==> config.mk <==
export PLATFORM = sky130hd
export DESIGN_NAME = smm_ctrl
export DESIGN_NICKNAME = d
export VERILOG_FILES = /design/src/rtl/smm_pkg.sv /design/src/rtl/smm_base_reg.sv /design/src/rtl/smm_slot_file.sv /design/src/rtl/smm_ctrl.sv
export SDC_FILE = /design/constraint.sdc
export NUM_CORES = 1
export LEC_CHECK = 0
export BUFFER_PORTS_ARGS = -buffer_cell sky130_fd_sc_hd__buf_4
export CORE_UTILIZATION = 50
export DETAILED_ROUTE_END_ITERATION = 12
export PLACE_DENSITY = 0.87
export SLEW_MARGIN = 25
export SYNTH_ARGS = -nofsm -noshare
export SYNTH_HDL_FRONTEND = slang
export SYNTH_SLANG_ARGS = --single-unit
==> constraint.sdc <==
create_clock -name clk_i -period 2.2 [get_ports clk_i]
set_clock_uncertainty 0.05 [all_clocks]
set_input_delay 0.11 -clock clk_i [delete_from_list [all_inputs] [get_ports clk_i]]
set_output_delay 0.11 -clock clk_i [all_outputs]
set_load 0.01 [all_outputs]
==> src/rtl/smm_pkg.sv <==
package smm_pkg;
  typedef enum logic [2:0] {
    ST_IDLE, ST_DRAIN, ST_SAVE, ST_HANDLER, ST_EVAL
  } smm_state_e;

  localparam int unsigned DATA_W   = 32;
  localparam int unsigned OFS_W    = 16;
  localparam int unsigned HALT_BIT = 16;

  localparam logic [OFS_W-1:0]  OFS_BASE    = 16'hFEF8;
  localparam logic [OFS_W-1:0]  OFS_REV     = 16'hFEFC;
  localparam logic [OFS_W-1:0]  OFS_RESTART = 16'hFF00;
  localparam logic [OFS_W-1:0]  OFS_TRAP    = 16'hFF04;

  localparam logic [DATA_W-1:0] REV_ID       = 32'h0003_0000;
  localparam logic [15:0]       RESTART_CODE = 16'h00FF;
endpackage

==> src/rtl/smm_base_reg.sv <==
module smm_base_reg #(
  parameter int unsigned        ADDR_W     = 32,
  parameter int unsigned        ALIGN_W    = 15,
  parameter logic [ADDR_W-1:0]  BASE_RESET = 32'h0003_0000
) (
  input  logic              clk_i,
  input  logic              rst_ni,
  input  logic              commit_i,
  input  logic [ADDR_W-1:0] cand_i,
  output logic [ADDR_W-1:0] base_o,
  output logic              cand_bad_o
);
  logic [ADDR_W-1:0] base_q;

  assign cand_bad_o = |cand_i[ALIGN_W-1:0];
  assign base_o     = base_q;

  always_ff @(posedge clk_i or negedge rst_ni) begin
    if (!rst_ni)                      base_q <= BASE_RESET;
    else if (commit_i && !cand_bad_o) base_q <= cand_i;
  end

  p_bad_base_kept_r7: assert property (@(posedge clk_i) disable iff (!rst_ni)
    (commit_i && cand_bad_o) |=> $stable(base_q));
endmodule

==> src/rtl/smm_slot_file.sv <==
module smm_slot_file
  import smm_pkg::*;
#(
  parameter int unsigned ADDR_W = 32,
  parameter int unsigned IOA_W  = 16
) (
  input  logic              clk_i,
  input  logic              rst_ni,
  input  logic              init_i,
  input  logic [ADDR_W-1:0] cur_base_i,
  input  logic              halt_i,
  input  logic              trap_valid_i,
  input  logic              trap_rw_i,
  input  logic [IOA_W-1:0]  trap_addr_i,
  input  logic              suppress_trap_i,
  input  logic              we_i,
  input  logic [OFS_W-1:0]  ofs_i,
  input  logic [DATA_W-1:0] wdata_i,
  output logic [DATA_W-1:0] rdata_o,
  output logic [ADDR_W-1:0] new_base_o,
  output logic              io_restart_o,
  output logic              halt_restart_o
);
  localparam int unsigned PAD_W = DATA_W - IOA_W - 2;

  logic [ADDR_W-1:0] new_base_q;
  logic [DATA_W-1:0] restart_q;
  logic [DATA_W-1:0] trap_q;
  logic [DATA_W-1:0] trap_init;
  logic [DATA_W-1:0] restart_init;

  always_comb begin
    trap_init    = suppress_trap_i ? '0
                 : {trap_addr_i, {PAD_W{1'b0}}, trap_valid_i, trap_rw_i};
    restart_init = '0;
    restart_init[HALT_BIT] = halt_i;
  end

  always_ff @(posedge clk_i or negedge rst_ni) begin
    if (!rst_ni) begin
      new_base_q <= '0;
      restart_q  <= '0;
      trap_q     <= '0;
    end else if (init_i) begin
      new_base_q <= cur_base_i;
      restart_q  <= restart_init;
      trap_q     <= trap_init;
    end else if (we_i) begin
      // read-only slots simply have no write case
      case (ofs_i)
        OFS_BASE:    new_base_q <= wdata_i[ADDR_W-1:0];
        OFS_RESTART: restart_q  <= wdata_i;
        default: ;
      endcase
    end
  end

  always_comb begin
    unique case (ofs_i)
      OFS_BASE:    rdata_o = DATA_W'(new_base_q);
      OFS_REV:     rdata_o = REV_ID;
      OFS_RESTART: rdata_o = restart_q;
      OFS_TRAP:    rdata_o = trap_q;
      default:     rdata_o = '0;
    endcase
  end

  assign new_base_o     = new_base_q;
  assign io_restart_o   = (restart_q[15:0] == RESTART_CODE) && trap_q[1];
  assign halt_restart_o = restart_q[HALT_BIT];

  p_chained_trap_clear_r10: assert property (@(posedge clk_i) disable iff (!rst_ni)
    (init_i && suppress_trap_i) |=> (trap_q == '0));
endmodule

==> src/rtl/smm_ctrl.sv <==
module smm_ctrl
  import smm_pkg::*;
#(
  parameter int unsigned       ADDR_W     = 32,
  parameter int unsigned       ALIGN_W    = 15,
  parameter int unsigned       IOA_W      = 16,
  parameter logic [ADDR_W-1:0] BASE_RESET = 32'h0003_0000,
  parameter logic [ADDR_W-1:0] VEC_OFS    = 32'h0000_8000
) (
  input  logic              clk_i,
  input  logic              rst_ni,
  input  logic              smi_req_i,
  input  logic              rsm_req_i,
  input  logic              stores_pending_i,
  input  logic              in_halt_i,
  input  logic              io_trap_valid_i,
  input  logic              io_trap_rw_i,
  input  logic [IOA_W-1:0]  io_trap_addr_i,
  input  logic              slot_we_i,
  input  logic [OFS_W-1:0]  slot_ofs_i,
  input  logic [DATA_W-1:0] slot_wdata_i,
  output logic [DATA_W-1:0] slot_rdata_o,
  output logic              in_handler_o,
  output logic              save_start_o,
  output logic              events_masked_o,
  output logic [ADDR_W-1:0] save_base_o,
  output logic [ADDR_W-1:0] entry_vector_o,
  output logic              restart_io_o,
  output logic              restart_halt_o,
  output logic              shutdown_o,
  output logic              resume_done_o
);
  smm_state_e state_q, state_d;

  logic             cap_halt_q, cap_valid_q, cap_rw_q, chained_q;
  logic [IOA_W-1:0] cap_addr_q;
  logic             sd_q, done_q, rio_q, rh_q;

  logic              accept, evaluating;
  logic [ADDR_W-1:0] base, new_base;
  logic              base_bad, io_req, halt_req;

  assign accept     = (state_q == ST_IDLE) && smi_req_i;
  assign evaluating = (state_q == ST_EVAL);

  always_comb begin
    state_d = state_q;
    unique case (state_q)
      ST_IDLE:    if (smi_req_i)         state_d = ST_DRAIN;
      ST_DRAIN:   if (!stores_pending_i) state_d = ST_SAVE;
      ST_SAVE:                           state_d = ST_HANDLER;
      ST_HANDLER: if (rsm_req_i)         state_d = ST_EVAL;
      ST_EVAL:                           state_d = ST_IDLE;
      default:                           state_d = ST_IDLE;
    endcase
  end

  always_ff @(posedge clk_i or negedge rst_ni) begin
    if (!rst_ni) begin
      state_q     <= ST_IDLE;
      cap_halt_q  <= 1'b0;
      cap_valid_q <= 1'b0;
      cap_rw_q    <= 1'b0;
      cap_addr_q  <= '0;
      chained_q   <= 1'b0;
    end else begin
      state_q <= state_d;
      if (accept) begin
        cap_halt_q  <= in_halt_i;
        cap_valid_q <= io_trap_valid_i;
        cap_rw_q    <= io_trap_rw_i;
        cap_addr_q  <= io_trap_addr_i;
        chained_q   <= done_q;  // taken right on top of a resume
      end
    end
  end

  always_ff @(posedge clk_i or negedge rst_ni) begin
    if (!rst_ni) begin
      sd_q   <= 1'b0;
      done_q <= 1'b0;
      rio_q  <= 1'b0;
      rh_q   <= 1'b0;
    end else begin
      sd_q   <= evaluating &&  base_bad;
      done_q <= evaluating && !base_bad;
      rio_q  <= evaluating && !base_bad && io_req;
      rh_q   <= evaluating && !base_bad && !io_req && halt_req;
    end
  end

  smm_base_reg #(
    .ADDR_W(ADDR_W), .ALIGN_W(ALIGN_W), .BASE_RESET(BASE_RESET)
  ) u_base (
    .clk_i, .rst_ni,
    .commit_i  (evaluating),
    .cand_i    (new_base),
    .base_o    (base),
    .cand_bad_o(base_bad)
  );

  smm_slot_file #(.ADDR_W(ADDR_W), .IOA_W(IOA_W)) u_slots (
    .clk_i, .rst_ni,
    .init_i         (state_q == ST_SAVE),
    .cur_base_i     (base),
    .halt_i         (cap_halt_q),
    .trap_valid_i   (cap_valid_q),
    .trap_rw_i      (cap_rw_q),
    .trap_addr_i    (cap_addr_q),
    .suppress_trap_i(chained_q),
    .we_i           (slot_we_i && in_handler_o),
    .ofs_i          (slot_ofs_i),
    .wdata_i        (slot_wdata_i),
    .rdata_o        (slot_rdata_o),
    .new_base_o     (new_base),
    .io_restart_o   (io_req),
    .halt_restart_o (halt_req)
  );

  assign in_handler_o    = (state_q == ST_HANDLER);
  assign save_start_o    = (state_q == ST_SAVE);
  assign events_masked_o = (state_q != ST_IDLE);
  assign save_base_o     = base;
  assign entry_vector_o  = base + VEC_OFS;
  assign restart_io_o    = rio_q;
  assign restart_halt_o  = rh_q;
  assign shutdown_o      = sd_q;
  assign resume_done_o   = done_q;

  p_save_after_drain_r2: assert property (@(posedge clk_i) disable iff (!rst_ni)
    save_start_o |-> $past(!stores_pending_i));
  p_mask_on_accept_r3: assert property (@(posedge clk_i) disable iff (!rst_ni)
    (smi_req_i && !events_masked_o) |=> events_masked_o);
  p_shutdown_excl_r7: assert property (@(posedge clk_i) disable iff (!rst_ni)
    shutdown_o |-> !(resume_done_o || restart_io_o || restart_halt_o));
  p_io_over_halt_r8: assert property (@(posedge clk_i) disable iff (!rst_ni)
    restart_io_o |-> (resume_done_o && !restart_halt_o));
  p_halt_with_done_r9: assert property (@(posedge clk_i) disable iff (!rst_ni)
    restart_halt_o |-> resume_done_o);
  p_single_pulse_r11: assert property (@(posedge clk_i) disable iff (!rst_ni)
    (resume_done_o || shutdown_o) |=> !(resume_done_o || shutdown_o));
endmodule

# == Word level (Yosys, flattened, before mapping) ==
# Index checks and enable logic that the tools add are counted.
# totals
output_inout_bits,103
regBits,155
input_bits,73
wordCells,58
# classes
add_sub_neg,1
n_reduce_logical,19
muxes,12
n_eq_ne,12
# op_table
operator,count
$mux 32,7
$pmux 32 s4,1
$eq 16x16->1 const B,4
$add 32x16->32 const B,1
$eq 16x8->1 const B,1
$reduce_or 15->1,1
$pmux 3 s4,1
$mux 3,3
$logic_and 1x1->1,8
$eq 3x2->1 const B,2
$ne 2x2->1 const B,3
$reduce_bool 2->1,3
$reduce_and 2->1,2
$eq 3x1->1 const B,1
$eq 3x3->1 const B,1
$logic_not 3->1,1
$reduce_and 3->1,1
$reduce_bool 3->1,1
$logic_not 1->1,2

# == Depth between registers and ports, before layout ==
# Gate-level depths: netlist of the first run.
# depth
ltp_word,5
depth_mapped,8
depth_no_buf,5

# == Hierarchy ==
# A second synthesis of the first run with hierarchy kept.
# hier_totals
hier_cells,689
hier_area_um2,7206.9
# modules_own_cells
module,area_each_um2,seq_area_each_um2,cells_each,n_inst
smm_slot_file,4403.0,2052.0,487,1
smm_ctrl,1560.2,675.6,127,1
smm_base_reg,1243.7,803.3,75,1

# == Least setup slack after synthesis of the first run ==
# OpenSTA, ideal clock, no wires.
# synth_path
path_kind,register to register
start,reg u_slots.new_base_q[13] (netlist: u_slots.new_base_o[13])
end,reg u_base.base_q[22] (netlist: u_base.base_o[22])
setup_ns,0.125
period_less_slack_ns,1.938
required_time_ns,2.025
n_path_buf,2
arrival_ns,1.764
path_stages_with_launch,8
path_slack_ns,0.262
cell_sequence,dfrtp_1 nor4_1 nand4_1 or2_2 buf_2 inv_2 buf_6 mux2_2
# synth_via
elab_chain_cells,3
# synth_rtl
element,line_no,source
start: declaration,smm_slot_file.sv:26,logic [ADDR_W-1:0] new_base_q;
start signal: assignment,smm_slot_file.sv:45,new_base_q <= cur_base_i;
start signal: assignment,smm_slot_file.sv:51,OFS_BASE: new_base_q <= wdata_i[ADDR_W-1:0];
$reduce_or 15->1,smm_base_reg.sv:15,assign cand_bad_o = |cand_i[ALIGN_W-1:0];
$logic_not 1->1,smm_base_reg.sv:20,else if (commit_i && !cand_bad_o) base_q <= cand_i;
$logic_and 1x1->1,smm_base_reg.sv:20,
end signal: assignment,smm_base_reg.sv:20,
end: declaration,smm_base_reg.sv:13,logic [ADDR_W-1:0] base_q;
# Every way passes these cells.
# A chain may end at the register's enable or synchronous reset.

# == Worst setup path in the final report of the first run ==
# layout_path
start,reg state_q[1]
end,out save_start_o
# layout_via
elab_chain_cells,1
# layout_rtl
element,line_no,source
start: declaration,smm_ctrl.sv:33,"smm_state_e state_q, state_d;"
start signal: assignment,smm_ctrl.sv:67,state_q <= state_d;
$eq 3x2->1,smm_ctrl.sv:121,assign save_start_o = (state_q == ST_SAVE);
end: declaration,smm_ctrl.sv:24,"output logic save_start_o,"
# Every way passes these cells.

==> results of run 1 <==
## metal layers
metal  wire [microns]  GRT usage  up-vias  part of all wire
met5                0          0        -                 0
met2            10200      0.457      494              0.45
li1                 -          -     2967                 -
met3             2130     0.0710      112             0.095
met1             8950      0.426     3283              0.40
met4             1230      0.184        0             0.055
## logic make-up (layout without fill, tap and decap cells)
family,count (synthesis),count (layout),synth area share
compound gates,168,168,0.143
xor+xnor,15,15,0.0185
buf+inv,91,298,0.0655
mux,53,53,0.0814
flops,141,141,0.498
fa+ha+maj,1,1,0.00177
simple gates,238,238,0.191
## registers in the layout, summed over array words and instances (netlist names), 3 cells and up
signal              cells
cap_addr_q             16
u_slots.restart_q      32
u_base.base_o          32
u_slots.trap_q         18
u_slots.new_base_o     32
state_q                 3
## layout make-up
cell class / count / area (sq um) / area share
Clock buffer: 17 / 425 / 0.0441
Clock inverter: 15 / 178 / 0.0184
Inverter: 8 / 30.0 / 0.00312
Multi-Input combinational cell: 475 / 3110 / 0.322
Sequential cell: 141 / 3530 / 0.366
Tap cell: 180 / 225 / 0.0234
Timing Repair Buffer: 258 / 2140 / 0.222
## through the flow
stage | hold WS [ps] | utilization | setup WS (ps) | power, W
after detailed placement | 18.6 | 0.610 | 205 | 0.00579
after CTS | 43.2 | 0.694 | 21.2 | 0.00881
final | 53.6 | 0.697 | 102 | 0.00890
after global routing | 127 | 0.697 | 1.14 | 0.00927
after global placement | 20.1 | 0.610 | 246 | 0.00568
after floorplan | -236 | - | 262 | 0.00505
## worst register-to-register path, delay by kind of cell (launching register included)
kind / cells / cell delay, ps
simple gates: 3 / 730
buf+inv: 1 / 280
mux: 1 / 390
flops: 1 / 430
## placed cells by master (no fill, tap or decap), drive strengths merged, types with 6 or more instances in the layout
cell type and n:
o2bb2ai 16, xnor2 9, a31oi 33, a22o 14, nor2 45, nand2 46
xor2 6, nor4 7, and2 17, dfrtp 139, clkbuf 17, dlygate4sd3 54
nand3 7, a21oi 37, o21ai 64, buf 204, mux2i 16, inv 15
mux2 37, nand3b 18, nand4 73
## worst paths after layout
kind	slack, ps	end	startpoint
worst max-delay path	100	save_start_o	state_q[1]$_DFFE_PN0P_
worst min-delay path	50	state_q[0]$_DFFE_PN0P_	stores_pending_i
worst max register to register	200	u_base.base_o[27]$_DFFE_PN0P_	u_slots.new_base_o[2]$_DFFE_PN0P_
worst min register to register	420	u_slots.trap_q[16]$_DFFE_PN0P_	u_slots.trap_q[16]$_DFFE_PN0P_
max in group asynchronous	1190	u_base.base_o[0]$_DFFE_PN0P_	rst_ni
min in group asynchronous	130	state_q[2]$_DFFE_PN0P_	rst_ni
## power by group
group          leakage (nW)  total (W)  internal (W)  switching [W]
Sequential             1.82    0.00389       0.00329       0.000604
Clock                 0.289    0.00290       0.00162        0.00128
Combinational          2.34    0.00211      0.000925        0.00119
Total                  4.45    0.00890       0.00583        0.00307
## timing repair
| item | 4_1_cts | 5_1_grt |
|---|---|---|
| setup endpoints to repair | 4 | 8 |
| buffers inserted | 0 | 5 |
| pin swaps | 1 | 1 |
| resized for setup | 3 | 1 |
| endpoints found under the hold margin | 135 | 0 |
| hold buffers | 54 | 0 |
==> results.md, run 1 <==
STA:
- The number of endpoints with negative hold slack in the final report came to 0.
- Setup violations remaining at the end of the flow were counted as 0.
- For the pin with the worst max-slew slack, the measured transition is about 450 ps.
- The number of max-slew violations in the final report came to 0.
- The clock period could shrink to between 2000 and 2500 ps.
- Setup repair after global routing left no endpoint under its margin.
- The headroom to the max-slew limit is 0.702.
- Timing would allow up to roughly 0.48 GHz.
- Adding up every negative setup slack in the final design gives 0 ps.
- The portion of the clock cycle consumed by the worst path in the final layout is 0.954.

Floorplanning:
- After floorplanning, the core was sized to cover roughly 0.014 sq mm.
- The die is around 120 microns tall.
- The effective utilization at floorplan is 0.512.
- After floorplanning, the core was divided into 43 placement rows.
- 176 I/O pins were placed.
- The die extent in x is between 100 and 150 microns.
- The die area is between 0.01 and 0.015 sq mm.

Route:
- The post-detailed-route DRC marker count is 0.
- The detail route stage leaves a number of antenna-violating nets equal to 0.
- The number of DRC violations after detailed-routing iteration 0 is ~1100.
- Dividing the detail-routed via count by the number of cells gives 6.27.
- The routed layout has 6856 vias.
- Dividing the detail-routed wire length by the instance count gives ~21 microns.
- The first detailed-routing pass ran for 6 iterations.
- The total wire length after detailed routing is between 20000 and 25000 microns.

Synth:
- The post-synthesis instance area is about 0.0071 sq mm.
- The commonest cells after synthesis are sky130_fd_sc_hd__dfrtp_1 (139), sky130_fd_sc_hd__nand4_1 (72), sky130_fd_sc_hd__o21ai_0 (64), sky130_fd_sc_hd__nand2_1 (46).
- Synthesis produced 707 cells.
- The number of library cell types mapped by synthesis is 47.
- The proportion of synthesized flip-flops having asynchronous set or reset is 1.00.
- Among all flip-flop cells after synthesis, the most frequent one is sky130_fd_sc_hd__dfrtp_1.
- Ranked by total cell area, the synthesized netlist is headed by sky130_fd_sc_hd__dfrtp_1 (49%), sky130_fd_sc_hd__nand4_1 (6.4%), sky130_fd_sc_hd__mux2_2 (5.9%).
- The post-synthesis area per instance is ~10 sq um.
- The number of warnings reported in the yosys synthesis log is 0.
- The sequential area share after synthesis is 0.498.
- The count of flip-flops with a built-in enable after synthesis is 0.
- Summed over all instances, the cell type with the most area after synthesis is sky130_fd_sc_hd__dfrtp_1.
- The post-synthesis sequential element count is between 100 and 150.
- The share of synthesized area in the top cell type comes to 0.491.
- Yosys instantiated no cell more often than sky130_fd_sc_hd__dfrtp_1.
- The number of nets in the synthesized netlist is ~800.

Clocking:
- The clock-pin slew reported for the worst setup and hold paths after clock tree synthesis is around 70 ps.
- The count of clock tree sinks is 141.
- The number of clock buffers added by TritonCTS is 17.
- The clock latency of the later-clocked register in the worst-skew pair is 430 ps.
- Clock tree synthesis selected as its root buffer the cell sky130_fd_sc_hd__clkbuf_16.
- The H-tree was split into 4 levels.
- The TritonCTS clock tree is yes.
- The longest clock path from root to sink contains 2 buffers.

Run:
- Across the run, the number of max-cap violations was 0.

Worst setup path:
- The worst setup path is captured at a primary output.
- The critical path data arrival time is ~1900 ps.
- Counting buffers and inverters, the worst setup path is 4 cells deep.
- Traced cell by cell, the critical path runs through or3b_2 -> inv_2 -> buf_6 -> buf_4.
- In this run the worst path has a maximum fanout of 30.
- The biggest cell delay along the critical path is 530 ps.
- At the worst endpoint, the required time is just over 2000 ps.
- The type of the worst setup path is reg2out.
- The top cell family by delay on the critical path is simple AND/OR/NAND/NOR gates.
- The number of buffers and inverters on the critical path is 3.
- The slowest stage of the critical path is the sky130_fd_sc_hd__or3b_2 cell.
- The worst register-to-register path has a depth of 5.
- The element type at the critical path start is a register.

Global routing:
- The global-route wire length before repair is approximately 35000 microns.
- The via count of the first global-routing pass came to about 6400.
- The initial antenna violation count is 0.
- Global routing finished with a remaining overflow of 0.
- The pin count of the biggest net entering global routing is between 80 and 90.
- The overall global routing resource usage is 0.313.

Placement:
- The routability congestion estimate is just over 0.9.
- During placement, the flow inserted port buffers numbering around 180.
- The placed instance count is ~1000.
- The cell area reported after detailed placement is about 0.0084 sq mm.
- The HPWL reported at the end of detailed placement is between 10000 and 15000 microns.

Outcome:
- The run finished with clean final reports.

Cells and area:
- The count of inserted antenna diode cells is 0.
- The number of fill cells is ~940.
- In the final design database the tool counted a little under 1000 nets.
- The area added between synthesis and finish is 36.1%.
- After routing the design area is between 0.009 and 0.01 sq mm.
- The fraction of final layout cells with drive strength greater than 1 is 0.319.
- The post-route non-filler standard cell count is 1094.

Power and ir drop:
- The areal power density over the cells is 924 mW/mm^2.
- The worst supply voltage drop on vdd is between 500 and 600 uV.
- In this run the static leakage power is about 4.5 nW.

Min path:
- The min-delay analysis places its worst path in the category in2reg.
- The cell count of the worst hold path is 5.
(Power assumes the default switching activity.)
==> run 2, diff against run 1 <==
--- a/config.mk
+++ b/config.mk
@@ -6,9 +6,11 @@
 export NUM_CORES = 1
 export LEC_CHECK = 0
 export BUFFER_PORTS_ARGS = -buffer_cell sky130_fd_sc_hd__buf_4
-export CORE_UTILIZATION = 50
+export CELL_PAD_IN_SITES_DETAIL_PLACEMENT = 1
+export CELL_PAD_IN_SITES_GLOBAL_PLACEMENT = 2
+export CORE_UTILIZATION = 33
 export DETAILED_ROUTE_END_ITERATION = 12
-export PLACE_DENSITY = 0.87
+export PLACE_DENSITY = 0.91
 export SLEW_MARGIN = 25
 export SYNTH_ARGS = -nofsm -noshare
 export SYNTH_HDL_FRONTEND = slang
==> constraint.sdc (replaced) <==
create_clock -name clk_i -period 2.2 [get_ports clk_i]
set_clock_uncertainty 0.05 [all_clocks]
set_input_delay 0.22 -clock clk_i [delete_from_list [all_inputs] [get_ports clk_i]]
set_output_delay 0.22 -clock clk_i [all_outputs]
set_load 0.01 [all_outputs]
==> results.md, run 2 (same netlist as run 1, synthesis figures left out) <==
Placement:
- The HPWL reported at the end of detailed placement was 17300 microns (was 14000 microns).
- The number of buffers inserted by port buffering is 175 (unchanged).
- The routability congestion estimate is 0.879 (was 0.921).
- The cell area reported after detailed placement is 0.00868 sq mm (was 0.00844 sq mm).

Route:
- The total via count after detailed routing was 6437 (was 6856).
- The total wire length after detailed routing is 24700 microns (was 22500 microns).
- The detail-routed net length per standard cell is 21.0 microns (was 20.5 microns).
- The number of nets still failing antenna checks after routing is 0 (unchanged).
- The total iterations of the first detailed-routing run was 4 (was 6).
- The number of DRC violations after detailed-routing iteration 0 is 456 (was 1138).
- The post-detailed-route via-to-cell ratio came to 5.47 (was 6.27).
- The post-detailed-route DRC marker count came to 0 (unchanged).

STA:
- The number of endpoints with negative hold slack in the final report is 0 (unchanged).
- The headroom to the max-slew limit is 0.613 (was 0.702).
- The number of max-slew violations in the final report is 0 (unchanged).
- The upper clock frequency limit is 0.448 GHz (was 0.477 GHz).
- Setup repair after global routing missed its margin: true (was false).
- The sum of negative setup slack is -31.5 ps (was 0 ps).
- The worst setup slack after layout is -31.5 ps (was 102 ps).
- The setup violation total in the final timing report is 1 (was 0).
- The portion of the clock cycle consumed by the worst path in the final layout came to 1.01 (was 0.954).
- The final critical path time including I/O delays and setup is 2230 ps (was 2100 ps).
- The slew at the pin closest to its max-slew limit came to 580 ps (was 448 ps).

Floorplanning:
- The die extent in x is 149 microns (was 121 microns).
- The core footprint is 0.0210 sq mm (was 0.0138 sq mm).
- The die area is 0.0221 sq mm (was 0.0146 sq mm).
- The effective utilization at floorplan is 0.337 (was 0.512).
- The I/O pin count is 176 (unchanged).
- The total number of placement rows is 53 (was 43).
- The vertical die dimension is 149 microns (was 121 microns).

Cells and area:
- The final design area excluding fillers was 0.00968 sq mm (was 0.00964 sq mm).
- The number of nets in the finished design is 964 (was 975).
- Commonest cells after routing, fill and taps aside: sky130_fd_sc_hd__buf_4 (215), sky130_fd_sc_hd__dfrtp_1 (138), sky130_fd_sc_hd__nand4_1 (72) (was sky130_fd_sc_hd__buf_4 (197), sky130_fd_sc_hd__dfrtp_1 (139), sky130_fd_sc_hd__nand4_1 (72)).
- The footprint of the flip-flops and latches is 0.00353 sq mm (about the same).
- The fraction of final layout cells with drive strength greater than 1 is 0.358 (was 0.319).
- The most frequent standard cell in the layout excluding fill and tap cells is sky130_fd_sc_hd__buf_4 (unchanged).
- The count of inserted antenna diode cells was 0 (unchanged).
- The multi-input logic area came to 0.00320 sq mm (was 0.00311 sq mm).
- The area added between synthesis and finish is 36.7% (was 36.1%).
- The number of fill cells is 2366 (was 936).

Clocking:
- The H-tree depth is 4 (unchanged).
- The TritonCTS clock tree is yes (unchanged).
- The clock-pin slew reported for the worst setup and hold paths after clock tree synthesis is 60 ps (was 70 ps).
- The number of buffers created by CTS is 17 (unchanged).
- The maximum root-to-sink buffer count is 2 (unchanged).
- The root buffer cell is sky130_fd_sc_hd__clkbuf_16 (unchanged).
- The clock latency of the later-clocked register in the worst-skew pair is 420 ps (was 430 ps).
- The count of clock tree sinks is 141 (unchanged).

Worst setup path:
- The element type at the critical path start is a register (unchanged).
- The maximum fanout along the worst path was 4 (was 30).
- The data required time of the worst path is 1930 ps (was 2040 ps).
- The endpoint type of the worst setup path is a primary output (unchanged).
- The type of the worst setup path is reg2out (unchanged).
- The critical path data arrival time is 1960 ps (was 1940 ps).

Global routing:
- The pin count of the biggest net entering global routing was 65 (was 85).
- The overall global routing resource usage is 0.230 (was 0.313).
- The initial antenna violation count came to 0 (unchanged).
- The global-route congestion overflow total was 0 (unchanged).
- The global-route wire length before repair was 38700 microns (was 34700 microns).
- The via count of the first global-routing pass is 6578 (was 6416).

Min path:
- The class of the most critical hold timing path was in2reg (unchanged).

Power and ir drop:
- The areal power density over the cells is 922 mW/mm^2 (was 924 mW/mm^2).
- The reported leakage power is 4.47 nW (was 4.45 nW).
- The worst supply voltage drop on vdd came to 642 uV (was 561 uV).

Outcome:
- Run status: finished, violations left (was complete, no violations).
- The final reports fail on setup timing.

Run:
- The reported max-cap violation count is 0 (unchanged).
run 2: cell types whose count changed in the layout (fill, tap and decap cells not counted), sizes merged:
cell,previous run,this run
clkinvlp,2,1
buf,204,226
dlygate4sd3,54,21
inv,15,10
clkinv,5,8
clkbuf,17,18
bufinv,1,2
run 2: per-stage QoR:
step	hold WS, ps	worst slack (ps)	total power, W	instances	util
6_report	27.5	-31.5	0.00892	1177	0.461
5_1_grt	31.8	-105	0.00943	1177	0.461
4_1_cts	17.2	0.141	0.00895	1167	0.454
3_5_place_dp	173	32.2	0.00602	1113	0.413
3_3_place_gp	167	47.1	0.00590	1113	0.413
2_1_floorplan	-126	262	0.00505	707	-
run 2: final timing paths:
path / cells after the start / to / startpoint / slack [ps]
worst min register to register: 2 / u_slots.trap_q[19]$_DFFE_PN0P_ / u_slots.trap_q[19]$_DFFE_PN0P_ / 420
worst max register to register: 6 / u_base.base_o[24]$_DFFE_PN0P_ / u_slots.new_base_o[9]$_DFFE_PN0P_ / 200
worst max-delay path: 6 / entry_vector_o[24] / u_base.base_o[17]$_DFFE_PN1P_ / -30
max in group asynchronous: 3 / u_base.base_o[5]$_DFFE_PN0P_ / rst_ni / 1090
worst min-delay path: 3 / u_slots.restart_q[31]$_DFFE_PN0P_ / slot_wdata_i[31] / 30
min in group asynchronous: 2 / u_slots.restart_q[8]$_DFFE_PN0P_ / rst_ni / 280
run 2: layer usage:
metal / share of wire / GRT usage / wire length, microns
met3: 0.052 / 0.0396 / 1280
met1: 0.46 / 0.324 / 11300
met2: 0.47 / 0.350 / 11600
met5: 0 / 0 / 0
met4: 0.022 / 0.0876 / 553
run 2: layout make-up:
type,instances,area share
sequential,141,0.365
multi-input combinational,475,0.330
timing repair buffer,247,0.206
clock buffer,18,0.0454
tap,275,0.0355
clock inverter,13,0.0147
inverter,8,0.00310
run 2: report_power, final:
| part | internal [W] | switching (W) | total [W] |
|---|---|---|---|
| sequential | 0.00329 | 0.000649 | 0.00394 |
| clock | 0.00170 | 0.00116 | 0.00286 |
| combinational | 0.000913 | 0.00121 | 0.00213 |
| total | 0.00590 | 0.00302 | 0.00892 |
run 2: worst max-delay path, cell delays in order (launching register included):
cell                      delay [ps]
sky130_fd_sc_hd__dfstp_2         540
sky130_fd_sc_hd__buf_6           100
sky130_fd_sc_hd__nand4_1         170
sky130_fd_sc_hd__nor2_4          220
sky130_fd_sc_hd__nand4_1         140
sky130_fd_sc_hd__xnor2_1         230
sky130_fd_sc_hd__buf_4           150
run 2: what timing repair did:
action	CTS	global route
pin swaps	4	8
setup buffers	2	9
endpoints found under the hold margin	71	0
cloned	0	1
hold buffers	21	0
endpoints found under the setup margin	8	39
gates resized for setup	11	12
